===== src/rtl/fts_pkg.sv =====
`timescale 1ns/1ps
package fts_pkg;
  typedef enum logic [1:0] {
    CK_IDLE  = 2'd0,
    CK_READ  = 2'd1,
    CK_WRITE = 2'd2
  } cyc_e;
endpackage


===== src/rtl/fts_ctl.sv =====
`timescale 1ns/1ps
module fts_ctl
  import fts_pkg::*;
#(
  parameter int unsigned LANES = 2
) (
  input  logic             clk,
  input  logic             rst_n,
  input  logic             ce_n_i,
  input  logic             ce2_i,
  input  logic             ce2_n_i,
  input  logic             strb_p_n_i,
  input  logic             strb_c_n_i,
  input  logic             adv_n_i,
  input  logic             gwr_n_i,
  input  logic             bwe_n_i,
  input  logic [LANES-1:0] lane_n_i,
  input  logic             sleep_i,
  output logic             load_o,
  output logic             step_o,
  output logic [LANES-1:0] we_o,
  output logic             sel_o,
  output logic             rd_o
);
  logic             sel_q, sel_d;
  cyc_e             cyc_q, cyc_d;
  logic             sec_ok;
  logic [LANES-1:0] wr_mask;
  logic             p_acc;
  logic             upd_en;

  assign sec_ok = ce2_i & ~ce2_n_i;
  assign p_acc  = ~strb_p_n_i & ~ce_n_i;
  assign upd_en = ~sleep_i;

  always_comb begin
    if (!gwr_n_i)      wr_mask = '1;
    else if (!bwe_n_i) wr_mask = ~lane_n_i;
    else               wr_mask = '0;
  end

  always_comb begin
    load_o = 1'b0;
    step_o = 1'b0;
    we_o   = '0;
    sel_d  = sel_q;
    cyc_d  = cyc_q;
    if (!sleep_i) begin
      if (p_acc) begin
        load_o = 1'b1;
        sel_d  = sec_ok;
        cyc_d  = sec_ok ? CK_READ : CK_IDLE;
      end else if (!strb_c_n_i) begin
        if (ce_n_i) begin
          sel_d = 1'b0;
          cyc_d = CK_IDLE;
        end else begin
          load_o = 1'b1;
          sel_d  = sec_ok;
          if (sec_ok) begin
            we_o  = wr_mask;
            cyc_d = (|wr_mask) ? CK_WRITE : CK_READ;
          end else begin
            cyc_d = CK_IDLE;
          end
        end
      end else if (sel_q) begin
        step_o = ~adv_n_i;
        we_o   = wr_mask;
        cyc_d  = (|wr_mask) ? CK_WRITE : CK_READ;
      end
    end
  end

  always_ff @(posedge clk or negedge rst_n) begin
    if (!rst_n) begin
      sel_q <= 1'b0;
      cyc_q <= CK_IDLE;
    end else if (upd_en) begin
      sel_q <= sel_d;
      cyc_q <= cyc_d;
    end
  end

  assign sel_o = sel_q;
  assign rd_o  = (cyc_q == CK_READ);
endmodule


===== src/rtl/fts_burst_addr.sv =====
`timescale 1ns/1ps
module fts_burst_addr #(
  parameter int unsigned ADDR_W     = 6,
  parameter int unsigned BURST_BITS = 2
) (
  input  logic              clk,
  input  logic              rst_n,
  input  logic              load_i,
  input  logic              step_i,
  input  logic              seq_i,
  input  logic [ADDR_W-1:0] ext_addr_i,
  output logic [ADDR_W-1:0] cur_addr_o,
  output logic [ADDR_W-1:0] nxt_addr_o
);
  logic [ADDR_W-1:0]     base_q, base_d;
  logic [BURST_BITS-1:0] cnt_q, cnt_d;

  function automatic logic [ADDR_W-1:0] form_addr(
    input logic [ADDR_W-1:0]     base,
    input logic [BURST_BITS-1:0] cnt,
    input logic                  seq
  );
    logic [BURST_BITS-1:0] low;
    low = seq ? (base[BURST_BITS-1:0] ^ cnt) : (base[BURST_BITS-1:0] + cnt);
    return {base[ADDR_W-1:BURST_BITS], low};
  endfunction

  always_comb begin
    base_d = base_q;
    cnt_d  = cnt_q;
    if (load_i) begin
      base_d = ext_addr_i;
      cnt_d  = '0;
    end else if (step_i) begin
      cnt_d = cnt_q + 1'b1;
    end
  end

  always_ff @(posedge clk or negedge rst_n) begin
    if (!rst_n) begin
      base_q <= '0;
      cnt_q  <= '0;
    end else if (load_i || step_i) begin
      base_q <= base_d;
      cnt_q  <= cnt_d;
    end
  end

  assign cur_addr_o = form_addr(base_q, cnt_q, seq_i);
  assign nxt_addr_o = form_addr(base_d, cnt_d, seq_i);
endmodule


===== src/rtl/fts_lane_mem.sv =====
`timescale 1ns/1ps
module fts_lane_mem #(
  parameter int unsigned ADDR_W = 6,
  parameter int unsigned LANE_W = 9
) (
  input  logic              clk,
  input  logic              we_i,
  input  logic [ADDR_W-1:0] waddr_i,
  input  logic [LANE_W-1:0] wdata_i,
  input  logic [ADDR_W-1:0] raddr_i,
  output logic [LANE_W-1:0] rdata_o
);
  localparam int unsigned DEPTH = 1 << ADDR_W;
  logic [LANE_W-1:0] mem_q [DEPTH];

  always_ff @(posedge clk) begin
    if (we_i) mem_q[waddr_i] <= wdata_i;
  end

  assign rdata_o = mem_q[raddr_i];
endmodule


===== src/rtl/fts_burst_ram.sv =====
`timescale 1ns/1ps
module fts_burst_ram #(
  parameter int unsigned ADDR_W     = 6,
  parameter int unsigned LANES      = 2,
  parameter int unsigned LANE_W     = 9,
  parameter int unsigned BURST_BITS = 2
) (
  input  logic                    clk,
  input  logic                    rst_n,
  input  logic [ADDR_W-1:0]       addr_i,
  input  logic                    ce_n_i,
  input  logic                    ce2_i,
  input  logic                    ce2_n_i,
  input  logic                    strb_p_n_i,
  input  logic                    strb_c_n_i,
  input  logic                    adv_n_i,
  input  logic                    gwr_n_i,
  input  logic                    bwe_n_i,
  input  logic [LANES-1:0]        lane_n_i,
  input  logic                    burst_seq_i,
  input  logic                    sleep_i,
  input  logic                    oe_n_i,
  input  logic [LANES*LANE_W-1:0] d_i,
  output logic [LANES*LANE_W-1:0] q_o,
  output logic                    q_oe_o
);
  logic              load, step, sel, rd;
  logic [LANES-1:0]  we;
  logic [ADDR_W-1:0] cur_addr, nxt_addr;

  fts_ctl #(.LANES(LANES)) u_ctl (
    .clk(clk), .rst_n(rst_n),
    .ce_n_i(ce_n_i), .ce2_i(ce2_i), .ce2_n_i(ce2_n_i),
    .strb_p_n_i(strb_p_n_i), .strb_c_n_i(strb_c_n_i), .adv_n_i(adv_n_i),
    .gwr_n_i(gwr_n_i), .bwe_n_i(bwe_n_i), .lane_n_i(lane_n_i),
    .sleep_i(sleep_i),
    .load_o(load), .step_o(step), .we_o(we), .sel_o(sel), .rd_o(rd)
  );

  fts_burst_addr #(.ADDR_W(ADDR_W), .BURST_BITS(BURST_BITS)) u_addr (
    .clk(clk), .rst_n(rst_n),
    .load_i(load), .step_i(step), .seq_i(burst_seq_i),
    .ext_addr_i(addr_i),
    .cur_addr_o(cur_addr), .nxt_addr_o(nxt_addr)
  );

  for (genvar l = 0; l < LANES; l++) begin : g_lane
    fts_lane_mem #(.ADDR_W(ADDR_W), .LANE_W(LANE_W)) u_mem (
      .clk(clk),
      .we_i(we[l]),
      .waddr_i(nxt_addr),
      .wdata_i(d_i[l*LANE_W +: LANE_W]),
      .raddr_i(cur_addr),
      .rdata_o(q_o[l*LANE_W +: LANE_W])
    );
  end

  assign q_oe_o = sel & rd & ~oe_n_i & ~sleep_i;
endmodule


===== config.mk =====
export PLATFORM = sky130hd
export DESIGN_NAME = fts_burst_ram
export DESIGN_NICKNAME = d
export VERILOG_FILES = /design/src/rtl/fts_pkg.sv /design/src/rtl/fts_ctl.sv /design/src/rtl/fts_burst_addr.sv /design/src/rtl/fts_lane_mem.sv /design/src/rtl/fts_burst_ram.sv
export SDC_FILE = /design/constraint.sdc
export NUM_CORES = 1
export LEC_CHECK = 0
export BUFFER_PORTS_ARGS = -buffer_cell sky130_fd_sc_hd__buf_2
export CAP_MARGIN = 0
export CORE_AREA = 4 4 348 350
export DETAILED_ROUTE_END_ITERATION = 8
export DIE_AREA = 0 0 352 354
export PLACE_DENSITY = 0.54
export SETUP_SLACK_MARGIN = 0.1
export SYNTH_ARGS = -nofsm -noshare
export SYNTH_HDL_FRONTEND = slang
export SYNTH_SLANG_ARGS = --single-unit

===== constraint.sdc =====
create_clock -name clk -period 6.8 [get_ports clk]
set_input_delay 1.36 -clock clk [delete_from_list [all_inputs] [get_ports clk]]
set_output_delay 1.36 -clock clk [all_outputs]
set_load 0.02 [all_outputs]

==> results of run 1 <==
==> stage by stage <==
stage / hold WS [ps] / utilization [%] / setup slack (ps) / area, um2 / std cells
after floorplan: 450 / - / 2130 / 46900 / 2538
after global placement: 467 / 41.5 / 934 / 48900 / 4024
after detailed placement: 482 / 41.5 / 950 / 48900 / 4024
after CTS: 505 / 44.9 / 876 / 52900 / 4242
after global routing: 527 / 44.9 / 717 / 52900 / 4242
final: 501 / 44.9 / 971 / 52900 / 4242
==> flip-flops by register name, indices dropped and copies added (netlist names) <==
register and cells:
u_addr.cnt_q 2, u_ctl.sel_o 1, u_addr.base_q 6, u_ctl.cyc_q 2, g_lane.u_mem.mem_q 1152
==> cells by family after synthesis <==
kind of cell / after synthesis
muxes: 317
xor gates and xnor gates: 8
adders and majority gates: 2
DFF: 1163
buffers and inverters: 176
and+or+nand+nor: 489
AOI/OAI and AO/OA: 383
==> worst max-delay path by stage <==
| stage | startpoint | end | slack [ps] | cells after the start |
|---|---|---|---|---|
| 6_report | u_addr.cnt_q[0] | q_o[8] | 970 | 7 |
| 4_1_cts | u_addr.base_q[1] | q_o[13] | 880 | 9 |
| 3_5_place_dp | burst_seq_i | q_o[13] | 950 | 10 |
| 2_1_floorplan | burst_seq_i | q_o[3] | 2130 | 10 |
| 5_1_grt | u_addr.cnt_q[0] | q_o[8] | 720 | 7 |
| 3_3_place_gp | burst_seq_i | q_o[13] | 930 | 10 |
==> synthesized netlist by cell type (all sizes together), types with 7 or more instances <==
| library cell | count | share of area, % |
|---|---|---|
| o32ai | 13 | 0.24 |
| nand3 | 24 | 0.26 |
| a221oi | 11 | 0.22 |
| o21ai | 45 | 0.48 |
| xnor2 | 7 | 0.23 |
| a21oi | 43 | 0.46 |
| o221ai | 24 | 0.49 |
| a311o | 12 | 0.26 |
| nor2b | 7 | 0.093 |
| clkbuf | 76 | 0.62 |
| mux2 | 17 | 0.41 |
| mux4 | 210 | 10 |
| nand3b | 34 | 0.54 |
| edfxtp | 1152 | 74 |
| o21a | 11 | 0.18 |
| nand2 | 187 | 1.5 |
| dfrtp | 11 | 0.59 |
| a211o | 12 | 0.22 |
| buf | 93 | 1.4 |
| nor4 | 8 | 0.11 |
| o32a | 9 | 0.19 |
| a211oi | 30 | 0.51 |
| a31oi | 22 | 0.29 |
| and3 | 7 | 0.093 |
| nor2 | 153 | 1.2 |
| a221o | 26 | 0.55 |
| inv | 7 | 0.056 |
| a21o | 18 | 0.29 |
| nor3 | 23 | 0.25 |
| mux2i | 90 | 1.9 |
| o211ai | 9 | 0.14 |
| o22ai | 32 | 0.43 |
| a32oi | 12 | 0.22 |
| a31o | 16 | 0.30 |
| or3 | 31 | 0.41 |
==> report_power, final <==
part           switching, W  internal, W  total, W  leakage (nW)
registers         0.0000368      0.00790   0.00794          10.5
clock network       0.00277      0.00389   0.00666          1.94
logic               0.00188      0.00109   0.00297          4.11
total               0.00469       0.0129    0.0176          16.5
==> worst register-to-register path: cells and delay by family, from the launching register on <==
kind | cells | cell delay [ps]
xor+xnor | 3 | 690
fa+ha+maj | 1 | 230
flops | 1 | 360
simple gates | 6 | 2620
==> per-layer routing <==
layer,up-vias,part of all wire (%),track usage [%]
met5,-,0,0
met4,0,2.2,5.05
met3,188,7.9,3.84
met2,1065,48,32.1
met1,13100,42,27.8
li1,10600,-,-
==> area by class of cell <==
| class | instances | area (um2) | area share, % |
|---|---|---|---|
| clock buffer | 132 | 3030 | 5.72 |
| clock inverter | 86 | 950 | 1.80 |
| inverter | 7 | 26.3 | 0.0497 |
| multi-input combinational | 1199 | 11200 | 21.2 |
| sequential | 1163 | 34900 | 66.0 |
| tap | 1536 | 1920 | 3.63 |
| timing repair buffer | 119 | 888 | 1.68 |
==> results.json, run 1 <==
{
  "tightest_slew_ps": 1200,
  "min_to": "u_ctl.cyc_q[0]",
  "critical_path.top_delay_family": "compound AO/OA/AOI/OAI gates",
  "ys_seq_area_share_pct": 74.3,
  "setup.worst_path.end_class": "output port",
  "mostFrequentLayoutCell": "edfxtp_1",
  "synth_ff_type": "edfxtp_1",
  "ys_warn_count": 0,
  "cts_max_path_buffers": 3,
  "die_h_um": 354,
  "io-pin-count": 58,
  "clock_skew_ps": 34.0,
  "synth_simple_gate_area_share_pct": 4.70,
  "dpl.hpwl_mm": 73.4,
  "grt-ovfl-total": 0,
  "vias": 24900,
  "dieWidth_um": 352,
  "hold-path-cell-count": 2,
  "max_freq_mhz": 172,
  "grt_pass1_wl_mm": 182,
  "synth_top_family_by_area": "multiplexers",
  "synthDistinctLibCells": 69,
  "drt_pass1_iterations": 6,
  "io_buffer_count": 57,
  "p_per_area_mw_per_mm2": 332,
  "netlist_area_mm2": 0.0469,
  "cpMaxStageDelayCell": "a32oi_1",
  "cts_tree": "built",
  "r2r_start": "u_ctl.sel_o",
  "synth_edf_count": 1152,
  "required_ps": 5440,
  "slew_headroom_pct": 19.7,
  "wl_mm": 125,
  "cts_resized": 0,
  "critPathKind": "flop to output port",
  "diodes": 0,
  "htreeDepth": 3,
  "p_leak_nw": 16.5,
  "grt_max_degree": 113,
  "ff2ff_path_depth": 10,
  "gp_congestion": 0.804,
  "postCtsSetupBuffers": 0,
  "synth.area.mux_share_pct": 12.5,
  "final_cell_mix": "edfxtp_1, mux4_2, nand2_1",
  "synthToLayoutAreaGrowth_pct": 12.7,
  "clk_pin_slew_worst_paths_ps": 60,
  "period_needed_ps": 5830,
  "finish.net_count": 2646,
  "final_layout_size_suffix_gt1_share_pct": 21.3,
  "synth_compound_area_share_pct": 6.19,
  "core_mm2": 0.118,
  "critical_path_arrival_ps": 4470,
  "rsz0062_at_grt": "no",
  "outcome": "finished clean",
  "cts_hold_buf": 0,
  "rows": 126,
  "path_max_fanout": 112,
  "avgViaCountPerCell": 5.88,
  "syn_nets": 2579,
  "antenna_found_initial": 4,
  "ant_nets": 0,
  "cts_buffers": 115,
  "die_area_mm2": 0.125,
  "grt_pass1_vias": 25400,
  "initial_core_util_pct": 39.9,
  "ir_drop_mv": 0.206,
  "drv_slew": 0,
  "synth-xor-area-share_pct": 0.261,
  "netlist_instances": 2538,
  "syn_avg_cell_area_um2": 18.5,
  "hold_path_class": "flop to flop",
  "setup-violations-final": 0,
  "min_from": "u_ctl.cyc_q[0]",
  "finalCritPeriodShare_pct": 85.7,
  "startpoint_type": "flop",
  "clk_latency_ps": 720,
  "cp_cell_sequence": "ha_4, buf_12, mux2i_1, a221o_1, a211o_1, a32oi_1, buf_2",
  "cap_violations": 0,
  "r2r_slack_ps": 2520,
  "wl_per_cell_um": 29.5,
  "fill_cells": 9911,
  "crit_buf_inv": 2,
  "max_stage_delay_ps": 620,
  "power_w": 0.0176,
  "ys_ff_latch": 1163,
  "rr_endpoint": "g_lane[1].u_mem.mem_q[24][8]",
  "synth_fa_ha_area_share_pct": 0.0533,
  "cts_num_sinks": 1163,
  "grt_usage_pct": 19.8,
  "finalHoldViolCount": 0,
  "async_flop_share_pct": 0.946,
  "root_buffer": "clkbuf_16",
  "drt_iter0_markers": 2965,
  "fin_setup_tns_ps": 0,
  "remaining_drc_errors": 0
}
Power figures use the tool's default switching activity.
==> run 2, diff against run 1 <==
--- a/config.mk
+++ b/config.mk
@@ -7,9 +7,9 @@
 export LEC_CHECK = 0
 export BUFFER_PORTS_ARGS = -buffer_cell sky130_fd_sc_hd__buf_2
 export CAP_MARGIN = 0
-export CORE_AREA = 4 4 348 350
+export CORE_AREA = 4 4 352 354
 export DETAILED_ROUTE_END_ITERATION = 8
-export DIE_AREA = 0 0 352 354
+export DIE_AREA = 0 0 356 358
 export PLACE_DENSITY = 0.54
 export SETUP_SLACK_MARGIN = 0.1
 export SYNTH_ARGS = -nofsm -noshare
==> results.json, run 2 (same netlist as run 1, synthesis figures left out) <==
{
  "dpl_worst_slack_ps": 956,
  "hold_path_class": "flop to flop",
  "grt_usage_pct": 19.7,
  "avgViaCountPerCell": 5.76,
  "period_needed_ps": 5920,
  "cpMaxStageDelayCell": "ha_4",
  "drv_slew": 0,
  "startpoint_type": "flop",
  "ant_nets": 0,
  "cts_resized": 0,
  "cts_buffers": 116,
  "largest_register_ffs": 1152,
  "ir_drop_mv": 0.201,
  "finish.net_count": 2683,
  "setup.worst_path.end_class": "output port",
  "wl_met2_mm": 60.9,
  "grt_pass1_vias": 25700,
  "cts_max_path_buffers": 3,
  "die_area_mm2": 0.127,
  "max_freq_mhz": 169,
  "cp_cell_sequence": "ha_4, buf_4, mux4_2, nand2_1, a31oi_1, o21ai_0, a32oi_1, buf_2",
  "m1WireLength_mm": 52.3,
  "fill_cells": 10500,
  "fin_setup_tns_ps": 0,
  "final_layout_size_suffix_gt1_share_pct": 22.2,
  "path_max_fanout": 50,
  "multi_input_area_mm2": 0.0112,
  "root_buffer": "clkbuf_16",
  "max_flop_register": "g_lane.u_mem.mem_q",
  "top_layer_used": "met5",
  "drt_iter0_markers": 2535,
  "dieWidth_um": 356,
  "core_mm2": 0.121,
  "finalCritPeriodShare_pct": 87.1,
  "p_leak_nw": 16.6,
  "finalHoldViolCount": 0,
  "postCtsSetupBuffers": 0,
  "grt_pass1_wl_mm": 183,
  "wl_mm": 126,
  "grt_max_degree": 111,
  "critical_path_arrival_ps": 4560,
  "seqCellArea_mm2": 0.0349,
  "clk_latency_ps": 720,
  "dpl.hpwl_mm": 75.0,
  "setup_ws_ps": 876,
  "cts_hold_buf": 0,
  "slew_headroom_pct": 19.6,
  "setup-violations-final": 0,
  "gp_congestion": 0.803,
  "vias": 25200,
  "synthToLayoutAreaGrowth_pct": 13.3,
  "cap_violations": 0,
  "clock_skew_ps": 36.5,
  "initial_core_util_pct": 38.8,
  "remaining_drc_errors": 0,
  "p_per_area_mw_per_mm2": 328,
  "critPathKind": "flop to output port",
  "outcome": "finished clean",
  "grt-ovfl-total": 0,
  "io-pin-count": 58,
  "drt_pass1_iterations": 5,
  "max_stage_delay_ps": 770,
  "rows": 128,
  "antenna_found_initial": 4,
  "power_w": 0.0175,
  "rsz0062_at_grt": "no",
  "wl_per_cell_um": 28.8,
  "clk_pin_slew_worst_paths_ps": 60,
  "io_buffer_count": 57,
  "htreeDepth": 3,
  "utilization_pct": 43.9,
  "required_ps": 5440,
  "cts_num_sinks": 1163,
  "top_regs": "g_lane.u_mem.mem_q: 1152 flops, u_addr.base_q: 6 flops",
  "wl_met3_mm": 9.08,
  "cts_tree": "built",
  "tightest_slew_ps": 1200,
  "final_cell_mix": "edfxtp_1, mux4_2, nand2_1",
  "mostFrequentLayoutCell": "edfxtp_1",
  "die_h_um": 358
}
## run 2: cell types whose count changed in the layout (fill, tap and decap cells not counted)
cell and delta:
clkinv_1 +6, clkbuf_16 -2, clkinvlp_4 +7, clkinv_8 -2
clkbuf_1 -1, buf_4 +37, clkinv_2 -5, bufinv_16 -2
diode_2 +1, buf_12 -1, clkinv_4 +1
## run 2: through the flow
stage / std cells / hold slack, ps / area [um2]
3_5_place_dp: 4149 / 493 / 49300
2_1_floorplan: 2538 / 450 / 46900
4_1_cts: 4369 / 505 / 53200
6_report: 4370 / 495 / 53200
3_3_place_gp: 4149 / 474 / 49300
5_1_grt: 4369 / 533 / 53200
## run 2: final cells by class
type                    count  area share (%)
diodes                      1         0.00471
clock buffers             129            5.59
clock inverters            91            1.72
inverters                   7          0.0494
multi-input cells        1199            21.1
flip-flops and latches   1163            65.6
well taps                1625            3.82
repair buffers            155            2.16
## run 2: report_power, final
group	leakage (nW)	internal, W	switching, W
Combinational	4.29	0.00111	0.00188
Sequential	10.5	0.00791	0.0000270
Clock	1.87	0.00376	0.00276
Total	16.6	0.0128	0.00467
## run 2: critical path: cells and delay by family, from the launching register on
| kind | cells | cell delay [ps] |
|---|---|---|
| compound gates | 3 | 1080 |
| fa+ha+maj | 1 | 770 |
| buf+inv | 2 | 990 |
| flops | 1 | 440 |
| mux | 1 | 370 |
| simple gates | 1 | 110 |
## run 2: final timing paths
check	start	endpoint	slack [ps]	cells past startpoint
worst max-delay path	u_addr.cnt_q[0]	q_o[8]	880	8
worst min-delay path	u_ctl.cyc_q[0]	u_ctl.cyc_q[0]	490	2
worst min register to register	u_ctl.cyc_q[0]	u_ctl.cyc_q[0]	490	2
min in group asynchronous	rst_n	u_ctl.sel_o	530	1
worst max register to register	u_ctl.sel_o	g_lane[0].u_mem.mem_q[36][6]	2540	10
max in group asynchronous	rst_n	u_addr.base_q[2]	6020	1
## run 2: routing by layer
metal / vias to the layer above / GRT usage, %
met5: - / 0
met3: 208 / 3.40
met4: 4 / 5.96
li1: 10700 / -
met2: 1015 / 32.3
met1: 13300 / 27.0
==> run 3, diff against run 2 <==
--- a/config.mk
+++ b/config.mk
@@ -10,6 +10,7 @@
 export CORE_AREA = 4 4 352 354
 export DETAILED_ROUTE_END_ITERATION = 8
 export DIE_AREA = 0 0 356 358
+export GPL_TIMING_DRIVEN = 0
 export PLACE_DENSITY = 0.54
 export SETUP_SLACK_MARGIN = 0.1
 export SYNTH_ARGS = -nofsm -noshare
==> results.json, run 3 (same netlist as run 1, synthesis figures left out) <==
{
  "largest_register_ffs": 1152,
  "final_layout_size_suffix_gt1_share_pct": 19.6,
  "dpl.hpwl_mm": 110,
  "p_leak_nw": 16.6,
  "io_buffer_count": 57,
  "gp_congestion": 0.957,
  "path_max_fanout": 10,
  "cts_tree": "built",
  "final_cell_mix": "edfxtp_1, mux4_2, nand2_1",
  "dp_cells": 4221,
  "period_needed_ps": 6850,
  "cp_cell_sequence": "buf_2, nor2b_1, buf_2, xnor2_4, buf_2, clkbuf_1, nand2_1, a21oi_1, nor3_1, a32oi_1, buf_2",
  "final_cell_area_mm2": 0.0530,
  "crit_buf_inv": 5,
  "cap_violations": 4,
  "root_buffer": "clkbuf_16",
  "max_freq_mhz": 146,
  "die_h_um": 358,
  "hold_path_class": "flop to flop",
  "synthToLayoutAreaGrowth_pct": 13.0,
  "clock_skew_ps": 28.0,
  "vias": 27300,
  "setup.worst_path.end_class": "output port",
  "cts_max_path_buffers": 3,
  "outcome": "finished with violations",
  "core_mm2": 0.121,
  "finalHoldViolCount": 0,
  "grt_pass1_vias": 26900,
  "rows": 128,
  "placed_cell_area_mm2": 0.0493,
  "dieWidth_um": 356,
  "mostFrequentLayoutCell": "edfxtp_1",
  "grt-ovfl-total": 0,
  "remaining_drc_errors": 0,
  "ant_nets": 0,
  "cts_num_sinks": 1163,
  "critPathKind": "primary input to output port",
  "stdcell_count": 4438,
  "antenna_found_initial": 4,
  "die_area_mm2": 0.127,
  "cpMaxStageDelayCell": "clkbuf_1",
  "drt_iter0_markers": 4149,
  "required_ps": 5440,
  "io-pin-count": 58,
  "crit_top_cell": "buf_2",
  "clk_latency_ps": 730,
  "setup_ws_ps": -51.2,
  "p_per_area_mw_per_mm2": 338,
  "clk_pin_slew_worst_paths_ps": 60,
  "violations": "capacitance limit, slew limit, setup timing",
  "utilization_pct": 43.8,
  "grt_pass1_wl_mm": 222,
  "drv_slew": 33,
  "finish.net_count": 2758,
  "top_regs": "g_lane.u_mem.mem_q: 1152 flops, u_addr.base_q: 6 flops",
  "setup-violations-final": 1,
  "rsz0062_at_grt": "no",
  "wl_mm": 163,
  "startpoint_type": "primary input",
  "critical_path_arrival_ps": 5490,
  "slew_headroom_pct": -8.08,
  "drt_pass1_iterations": 6,
  "wl_per_cell_um": 36.8,
  "critical_path.top_delay_family": "buffers and inverters",
  "initial_core_util_pct": 38.8,
  "tightest_slew_ps": 1620,
  "htreeDepth": 3,
  "ir_drop_mv": 0.197,
  "finalCritPeriodShare_pct": 101,
  "grt_max_degree": 65,
  "grt_usage_pct": 25.4,
  "cts_buffers": 120,
  "avgViaCountPerCell": 6.16,
  "max_flop_register": "g_lane.u_mem.mem_q",
  "max_stage_delay_ps": 950
}
==> run 3: cell count changes in the layout (fill, tap and decap cells not counted), moves of 6 or more <==
cell | before | now
clkbuf_1 | 12 | 95
buf_4 | 88 | 8
buf_2 | 57 | 106
buf_1 | 0 | 14
clkinv_1 | 23 | 35
clkinvlp_4 | 16 | 4
clkinv_2 | 26 | 15
buf_6 | 0 | 9
bufinv_16 | 16 | 9
nand2_1 | 180 | 186
nand2_2 | 7 | 1
==> run 3: routing by layer <==
layer / vias to the layer above / wire length [um] / global-route usage (%)
met5: - / 0 / 0
met4: 0 / 8510 / 11.5
met3: 364 / 17900 / 6.93
met2: 1768 / 74600 / 39.5
met1: 14400 / 62400 / 33.5
li1: 10800 / - / -
==> run 3: final cells by class <==
cell class | count | area, um2
Inverter | 7 | 26.3
Antenna cell | 2 | 5.00
Buffer | 165 | 945
Multi-Input combinational cell | 1199 | 11100
Clock inverter | 67 | 542
Fill cell | 10600 | 68000
Sequential cell | 1163 | 34900
Clock buffer | 149 | 3130
Timing Repair Buffer | 61 | 360
Tap cell | 1625 | 2030
==> run 3: repair_timing <==
action | in CTS | in global routing
endpoints found under the setup margin | 18 | 4
buffers inserted | 0 | 0
endpoints found under the hold margin | 0 | 0
hold buffers | 0 | 0
gates resized for setup | 5 | 8
==> run 3: stage by stage <==
stage / hold slack [ps] / setup WS (ps) / power (W) / setup TNS (ps)
2_1_floorplan: 450 / 2130 / 0.00996 / 0
3_3_place_gp: 491 / -557 / 0.0116 / -1610
3_5_place_dp: 480 / -586 / 0.0117 / -1680
4_1_cts: 496 / 127 / 0.0179 / 0
5_1_grt: 537 / 101 / 0.0183 / 0
6_report: 492 / -51.2 / 0.0179 / -51.2
==> run 3: final timing paths <==
path,endpoint,start,slack [ps],cells after the start
setup / recovery,q_o[12],burst_seq_i,-50,11
hold / removal,u_ctl.cyc_q[0],u_ctl.cyc_q[0],490,2
setup reg to reg,g_lane[1].u_mem.mem_q[48][5],u_ctl.sel_o,1910,11
hold reg to reg,u_ctl.cyc_q[0],u_ctl.cyc_q[0],490,2
max in group asynchronous,u_addr.base_q[3],rst_n,6010,1
min in group asynchronous,u_addr.base_q[5],rst_n,540,1
==> run 3: power by group <==
group / internal, W / total (W) / switching, W
logic: 0.00115 / 0.00368 / 0.00253
clock network: 0.00357 / 0.00631 / 0.00274
registers: 0.00791 / 0.00792 / 0.0000142
==> run 3: worst min-delay path: cells and delay by family, from the launching register on <==
kind               cells  cell delay, ps
DFF                    1             340
AOI/OAI and AO/OA      1              70
and+or+nand+nor        1              50
